<file path="config.mk">
export PLATFORM = sky130hd
export DESIGN_NAME = spi_irq_status_unit
export DESIGN_NICKNAME = d
export VERILOG_FILES = /design/src/rtl/spi_irq_pkg.sv /design/src/rtl/sirq_edge_detect.sv /design/src/rtl/sirq_cause_bank.sv /design/src/rtl/sirq_line.sv /design/src/rtl/spi_irq_status_unit.sv
export SDC_FILE = /design/constraint.sdc
export NUM_CORES = 1
export LEC_CHECK = 0
export BUFFER_PORTS_ARGS = -buffer_cell sky130_fd_sc_hd__buf_2
export CAP_MARGIN = 20
export CORE_ASPECT_RATIO = 1.75
export CORE_UTILIZATION = 45
export DETAILED_ROUTE_END_ITERATION = 6
export PLACE_DENSITY = 0.76
export SETUP_SLACK_MARGIN = 0.1
export SKIP_CTS_REPAIR_TIMING = 1
export SYNTH_ARGS = -nofsm -noshare
export SYNTH_HDL_FRONTEND = slang
export SYNTH_HIERARCHICAL = 1
export SYNTH_SLANG_ARGS = --single-unit
export TNS_END_PERCENT = 5
</file>
<file path="constraint.sdc">
create_clock -name clk -period 2.4 [get_ports clk]
set_input_delay 0.24 -clock clk [delete_from_list [all_inputs] [get_ports clk]]
set_output_delay 0.24 -clock clk [all_outputs]
set_load 0.01 [all_outputs]
</file>
<file path="src/rtl/spi_irq_pkg.sv">
package spi_irq_pkg;
  localparam int FLAG_CNT = 13;
  localparam int REG_W    = 32;
  localparam int ADDR_W   = 2;

  typedef enum logic [ADDR_W-1:0] {
    SEL_LEVEL = 2'd0,
    SEL_CAUSE = 2'd1,
    SEL_MASK  = 2'd2,
    SEL_NONE  = 2'd3
  } reg_sel_e;

  // flag positions within the level view
  localparam int F_XFER_DONE   = 0;
  localparam int F_XFER_RDY    = 1;
  localparam int F_RX_RDY      = 2;
  localparam int F_TX_RDY      = 3;
  localparam int F_RX_EMPTY    = 4;
  localparam int F_RX_FULL     = 5;
  localparam int F_TX_EMPTY    = 6;
  localparam int F_TX_FULL     = 7;
  localparam int F_RX_UNDER    = 8;
  localparam int F_RX_OVER     = 9;
  localparam int F_TX_UNDER    = 10;
  localparam int F_TX_OVER     = 11;
  localparam int F_NO_ADDR     = 12;
endpackage

</file>
<file path="src/rtl/sirq_edge_detect.sv">
module sirq_edge_detect #(
  parameter int W = 13
) (
  input  logic         clk,
  input  logic         rst_n,
  input  logic [W-1:0] lvl_i,
  output logic [W-1:0] rise_o
);
  logic [W-1:0] prev_q;

  // history resets high: flags asserted through reset produce no edge
  always_ff @(posedge clk) begin
    if (!rst_n) prev_q <= '1;
    else        prev_q <= lvl_i;
  end

  assign rise_o = lvl_i & ~prev_q;

  // a flag already high in the previous cycle never counts as a rise
  p_held_no_rise_r3: assert property (@(posedge clk) disable iff (!rst_n)
    ((rise_o & $past(lvl_i)) == '0));
endmodule

</file>
<file path="src/rtl/sirq_cause_bank.sv">
module sirq_cause_bank #(
  parameter int W = 13
) (
  input  logic         clk,
  input  logic         rst_n,
  input  logic [W-1:0] rise_i,
  input  logic [W-1:0] clr_i,
  output logic [W-1:0] cause_o
);
  logic [W-1:0] cause_q;

  for (genvar b = 0; b < W; b++) begin : g_bit
    always_ff @(posedge clk) begin
      if (!rst_n)         cause_q[b] <= 1'b0;
      else if (rise_i[b]) cause_q[b] <= 1'b1;   // new edge beats a clear
      else if (clr_i[b])  cause_q[b] <= 1'b0;
    end
  end

  assign cause_o = cause_q;

  // every rise is latched, even against a simultaneous clear
  p_rise_latched_r2: assert property (@(posedge clk) disable iff (!rst_n)
    (rise_i != '0) |=> ((cause_o & $past(rise_i)) == $past(rise_i)));

  // cleared bits without a competing rise drop
  p_w1c_clears_r4: assert property (@(posedge clk) disable iff (!rst_n)
    ((clr_i & ~rise_i) != '0) |=> ((cause_o & $past(clr_i & ~rise_i)) == '0));

  // no cause bit appears without a rise
  p_no_spurious_r3: assert property (@(posedge clk) disable iff (!rst_n)
    1'b1 |=> ((cause_o & ~$past(cause_o) & ~$past(rise_i)) == '0));
endmodule

</file>
<file path="src/rtl/sirq_line.sv">
module sirq_line #(
  parameter int W = 13
) (
  input  logic         clk,
  input  logic         rst_n,
  input  logic [W-1:0] cause_i,
  input  logic [W-1:0] mask_i,
  output logic         irq_o
);
  logic irq_q;

  always_ff @(posedge clk) begin
    if (!rst_n) irq_q <= 1'b0;
    else        irq_q <= |(cause_i & mask_i);
  end

  assign irq_o = irq_q;
endmodule

</file>
<file path="src/rtl/spi_irq_status_unit.sv">
module spi_irq_status_unit
  import spi_irq_pkg::*;
#(
  parameter int NUM_FLAGS = FLAG_CNT,
  parameter int DATA_W    = REG_W
) (
  input  logic                 clk,
  input  logic                 rst_n,
  input  logic [NUM_FLAGS-1:0] status_lvl,
  input  logic                 reg_wr,
  input  logic                 reg_rd,
  input  logic [ADDR_W-1:0]    reg_addr,
  input  logic [DATA_W-1:0]    reg_wdata,
  output logic [DATA_W-1:0]    reg_rdata,
  output logic                 reg_rvalid,
  output logic                 irq
);
  localparam int PAD_W = DATA_W - NUM_FLAGS;

  logic [NUM_FLAGS-1:0] rise;
  logic [NUM_FLAGS-1:0] clr;
  logic [NUM_FLAGS-1:0] cause;
  logic [NUM_FLAGS-1:0] mask_q;
  logic [DATA_W-1:0]    rdata_q;
  logic                 rvalid_q;
  logic                 sel_cause;
  logic                 sel_mask;
  logic                 unused_wdata_hi;

  assign sel_cause       = (reg_addr == SEL_CAUSE);
  assign sel_mask        = (reg_addr == SEL_MASK);
  assign unused_wdata_hi = ^reg_wdata[DATA_W-1:NUM_FLAGS];
  assign clr             = (reg_wr && sel_cause) ? reg_wdata[NUM_FLAGS-1:0] : '0;

  sirq_edge_detect #(.W(NUM_FLAGS)) u_edge (
    .clk    (clk),
    .rst_n  (rst_n),
    .lvl_i  (status_lvl),
    .rise_o (rise)
  );

  sirq_cause_bank #(.W(NUM_FLAGS)) u_cause (
    .clk     (clk),
    .rst_n   (rst_n),
    .rise_i  (rise),
    .clr_i   (clr),
    .cause_o (cause)
  );

  sirq_line #(.W(NUM_FLAGS)) u_line (
    .clk     (clk),
    .rst_n   (rst_n),
    .cause_i (cause),
    .mask_i  (mask_q),
    .irq_o   (irq)
  );

  always_ff @(posedge clk) begin
    if (!rst_n)                mask_q <= '0;
    else if (reg_wr && sel_mask) mask_q <= reg_wdata[NUM_FLAGS-1:0];
  end

  always_ff @(posedge clk) begin
    if (!rst_n) begin
      rdata_q  <= '0;
      rvalid_q <= 1'b0;
    end else begin
      rvalid_q <= reg_rd;
      if (reg_rd) begin
        unique case (reg_addr)
          SEL_LEVEL: rdata_q <= {{PAD_W{1'b0}}, status_lvl};
          SEL_CAUSE: rdata_q <= {{PAD_W{1'b0}}, cause};
          SEL_MASK:  rdata_q <= {{PAD_W{1'b0}}, mask_q};
          default:   rdata_q <= '0;
        endcase
      end
    end
  end

  assign reg_rdata  = rdata_q;
  assign reg_rvalid = rvalid_q;

  // a zero mask keeps the line low in the next cycle
  p_mask_zero_quiet_r8: assert property (@(posedge clk) disable iff (!rst_n)
    (mask_q == '0) |=> !irq);

  // an enabled cause raises the line one cycle later
  p_enabled_cause_fires_r7: assert property (@(posedge clk) disable iff (!rst_n)
    ((cause & mask_q) != '0) |=> irq);

  // only a write at the mask address changes the mask
  p_mask_write_only_r6: assert property (@(posedge clk) disable iff (!rst_n)
    !(reg_wr && sel_mask) |=> $stable(mask_q));
endmodule

</file>
==> impl_summary.md <==
Detailed routing
The post-detailed-routing wire length is 5.237 mm. For this run, the detailed router's first-pass iteration total came to 7. The initial DRC count is 69.

The count of vias placed by the detailed router is 1943. Using the TritonRoute via totals, the vias-per-cell ratio works out to 5.309. For this run, design rule violations remaining after detail routing come to 5.

Dividing the detail-routed wire length by the instance count gives 14.31 um. The remaining antenna violation count is 0.

Synth
The synthesized design contains 54 register bits. By area the synthesized netlist is led by sky130_fd_sc_hd__dfxtp_1 (45%), sky130_fd_sc_hd__and2_1 (7.0%), sky130_fd_sc_hd__nor2b_1 (6.7%). The number of warning messages in the yosys log is 6.

The share of flip-flops with an asynchronous set or reset after synthesis is 0. The cell type with the highest aggregate area in the netlist is sky130_fd_sc_hd__dfxtp_1. Counting flops with a built-in enable in the synthesized netlist gives 0. The synthesized area per cell is 8.841 um^2.

The share of the yosys chip area belonging to registers is 0.4479. The synthesized netlist cell count is 273. The summed instance area of the synthesized netlist is 2414 um^2.

The share of synthesized area in the top cell type comes to 0.4479. Among all flip-flop cells after synthesis, the most frequent one is sky130_fd_sc_hd__dfxtp_1. The distinct cell type count after synthesis is 24.

Final layout
In the final layout, the share of cells above drive strength 1 is 0.2051. Fill cells in the final layout number 488. The post-layout net count is 362. The antenna diode count is 0. The area of combinational cells with multiple inputs is 1166 um^2. The register area is 1081 um^2. The signed area change from the synthesized netlist to the final layout is 10.99%. In the layout the commonest cells are sky130_fd_sc_hd__dfxtp_1 (54), sky130_fd_sc_hd__buf_2 (46), sky130_fd_sc_hd__and2_1 (27). The most common library cell in the layout ignoring fill and taps is sky130_fd_sc_hd__dfxtp_1.

Power
In this run the power density over the cells is 654.1 nW/um^2. The maximum resistive drop on vdd is 0.0004368 V. The analysis attributes to cell leakage a power of 1.147 nW.

Floorplan
The floorplan step defined a die boundary enclosing 5672 um^2. The row count is 34. In this run the vertical extent of the chip is 98.88 um. The initial utilization of the core area, before any placement, comes to 0.4768.

The total I/O pin count is 85. In this run the horizontal extent of the chip is 57.36 um. The core region area is 5062 um^2.

Global route
The first global-routing pass estimated 8.280 mm of wire. The initial antenna violation count was 0. Across every metal layer, demand over resource in global routing totals 0.1862. The pin count of the biggest net entering global routing is 42. The number of global-route vias before repair is 1864. The total overflow left after global routing is 0.

STA
The tightest hold path in the finished design has a slack of 0.1454 ns. The slew at the pin closest to its max-slew limit is 0.5394 ns. For the finished layout, the period the worst path requires is 1.381 ns. In the final timing run, aggregate negative setup slack is 0 ns.

Setup violations remaining at the end of the flow were counted as 0. The max-slew violation total from the final report is 0. The maximum operating frequency is 723.9 MHz. The headroom to the max-slew limit is 0.6404. The number of hold violations in the final report is 0. Of the available clock period, the critical path in the final layout requires 0.5756. Between clock sinks in the finished design, the worst skew comes to 0.004881 ns. Setup repair after global routing left no endpoint under its margin.

Worst setup path
The critical path required time is 2.59 ns. The startpoint type of the worst setup path is a primary input. The nature of the critical path endpoint is a flop. The start-to-end type of the worst setup path is in2reg. In this run the worst path has a maximum fanout of 27.

The critical path ends at u_cause/cause_o[7]$_SDFFE_PN0P_. The worst register-to-register path begins at u_cause/cause_o[0]$_SDFFE_PN0P_. The signal on the critical path passes through buf_2 > inv_2 > and3_4 > and2_1 > nor2b_1 > o21a_1. The end of the worst register-to-register path is u_line/irq_o$_SDFF_PN0_. The number of cells traversed by the worst register-to-register path is 3.

STA puts the critical path data arrival time at 1.58 ns. The largest individual stage delay along the critical path comes from the cell sky130_fd_sc_hd__inv_2. The setup slack of the worst register-to-register path is 1.22 ns. The maximum cell stage delay along the critical path is 0.41 ns. Tracing the worst setup path back leads to its startpoint at reg_addr[1].

Run
Across the run, the number of max-cap violations was 0.

Clock tree
The CTS tree is yes. TritonCTS created 5 clock buffers. Clock tree synthesis selected as its root buffer the cell sky130_fd_sc_hd__clkbuf_8. The clock latency on the worst-skew pair is 0.30 ns. Counting every sink on the clock net gives 54.

The H-tree was split into 2 levels. Counting along the longest clock path gives a buffer depth of 2. After clock tree synthesis, the clock-pin slew on the worst setup and hold paths is 0.09 ns.

Place
Port buffering added 46 buffers. The half-perimeter wire length after placement is 3.487 mm. The routability-driven placement congestion ratio is 0.7602.

Outcome
The flow ran to the end, but the final reports show violations. The final reports fail on design-rule violations.

Min path
The path class of the tightest hold or removal check is in2reg.
-- cells in the mapped netlist (2+ instances only) --
| cell type | instances |
|---|---|
| sky130_fd_sc_hd__a22oi_1 | 5 |
| sky130_fd_sc_hd__clkbuf_2 | 2 |
| sky130_fd_sc_hd__nand2b_2 | 6 |
| sky130_fd_sc_hd__a21oi_1 | 13 |
| sky130_fd_sc_hd__o21a_1 | 14 |
| sky130_fd_sc_hd__and2_1 | 27 |
| sky130_fd_sc_hd__nor2b_1 | 26 |
| sky130_fd_sc_hd__buf_4 | 19 |
| sky130_fd_sc_hd__a211oi_1 | 13 |
| sky130_fd_sc_hd__buf_6 | 3 |
| sky130_fd_sc_hd__buf_2 | 5 |
| sky130_fd_sc_hd__nor3_1 | 13 |
| sky130_fd_sc_hd__nand3_1 | 15 |
| sky130_fd_sc_hd__o21ai_0 | 26 |
| sky130_fd_sc_hd__nand2b_1 | 8 |
| sky130_fd_sc_hd__dfxtp_1 | 54 |
| sky130_fd_sc_hd__clkbuf_1 | 4 |
| sky130_fd_sc_hd__nand2_1 | 14 |
-- worst max-delay path: cells and delay by family --
kind	cells	cell delay, ns
compound gates	1	0.16
simple gates	3	0.56
buf+inv	2	0.60
-- layout make-up --
| class | count | share of cell area |
|---|---|---|
| Clock buffer | 8 | 0.04110 |
| Tap cell | 54 | 0.02522 |
| Inverter | 1 | 0.001401 |
| Timing Repair Buffer | 47 | 0.09341 |
| Sequential cell | 54 | 0.4036 |
| Multi-Input combinational cell | 202 | 0.4353 |
-- logic make-up after synthesis --
kind of cell	count (synthesis)	share of synthesized area
flip-flops	54	0.4479
buffers and inverters	35	0.09694
AO/OA/AOI/OAI	72	0.1845
other	1	0.001554
AND/OR/NAND/NOR	111	0.2691
-- power breakdown --
group          internal [mW]  total, mW  switching, mW  leakage, nW
Sequential             0.943      0.968         0.0243        0.445
Combinational         0.0859      0.207          0.122        0.645
Clock                  0.292      0.577          0.285       0.0575
-- worst min path at each step --
stage,cells past startpoint,slack (ns),to,from
after floorplan,1,0.31,u_edge/prev_q[10]$_SDFF_PN1_,rst_n
after global placement,2,0.45,u_edge/prev_q[3]$_SDFF_PN1_,status_lvl[3]
after detailed placement,2,0.46,u_edge/prev_q[10]$_SDFF_PN1_,status_lvl[10]
after CTS,2,0.15,u_edge/prev_q[12]$_SDFF_PN1_,status_lvl[12]
after global routing,2,0.15,u_edge/prev_q[4]$_SDFF_PN1_,status_lvl[4]
final,2,0.15,u_edge/prev_q[12]$_SDFF_PN1_,status_lvl[12]
-- registers in the layout (all words and copies together), names as in the netlist --
| register | cells |
|---|---|
| mask_q | 13 |
| u_edge/prev_q | 13 |
| u_cause/cause_o | 13 |
| reg_rvalid | 1 |
| u_line/irq_o | 1 |
| reg_rdata | 13 |
-- per-layer routing --
layer / vias to the layer above / track usage / routed length (um)
li1: 974 / - / -
met1: 914 / 0.2250 / 2200
met2: 51 / 0.3283 / 2814
met3: 4 / 0.02231 / 155
met4: 0 / 0.07129 / 66
met5: - / 0 / 0
-- stage by stage --
step | std cells | utilization | power, mW | setup slack [ns] | instance area [um^2]
2_1_floorplan | 291 | - | 1.139 | 1.363 | 2481
3_3_place_gp | 358 | 0.5074 | 1.191 | 0.7396 | 2569
3_5_place_dp | 358 | 0.5074 | 1.195 | 0.7269 | 2569
4_1_cts | 366 | 0.5292 | 1.756 | 1.050 | 2679
5_1_grt | 366 | 0.5292 | 1.823 | 0.9475 | 2679
6_report | 366 | 0.5292 | 1.752 | 1.019 | 2679
No activity file was read; power rests on OpenSTA's default activity.
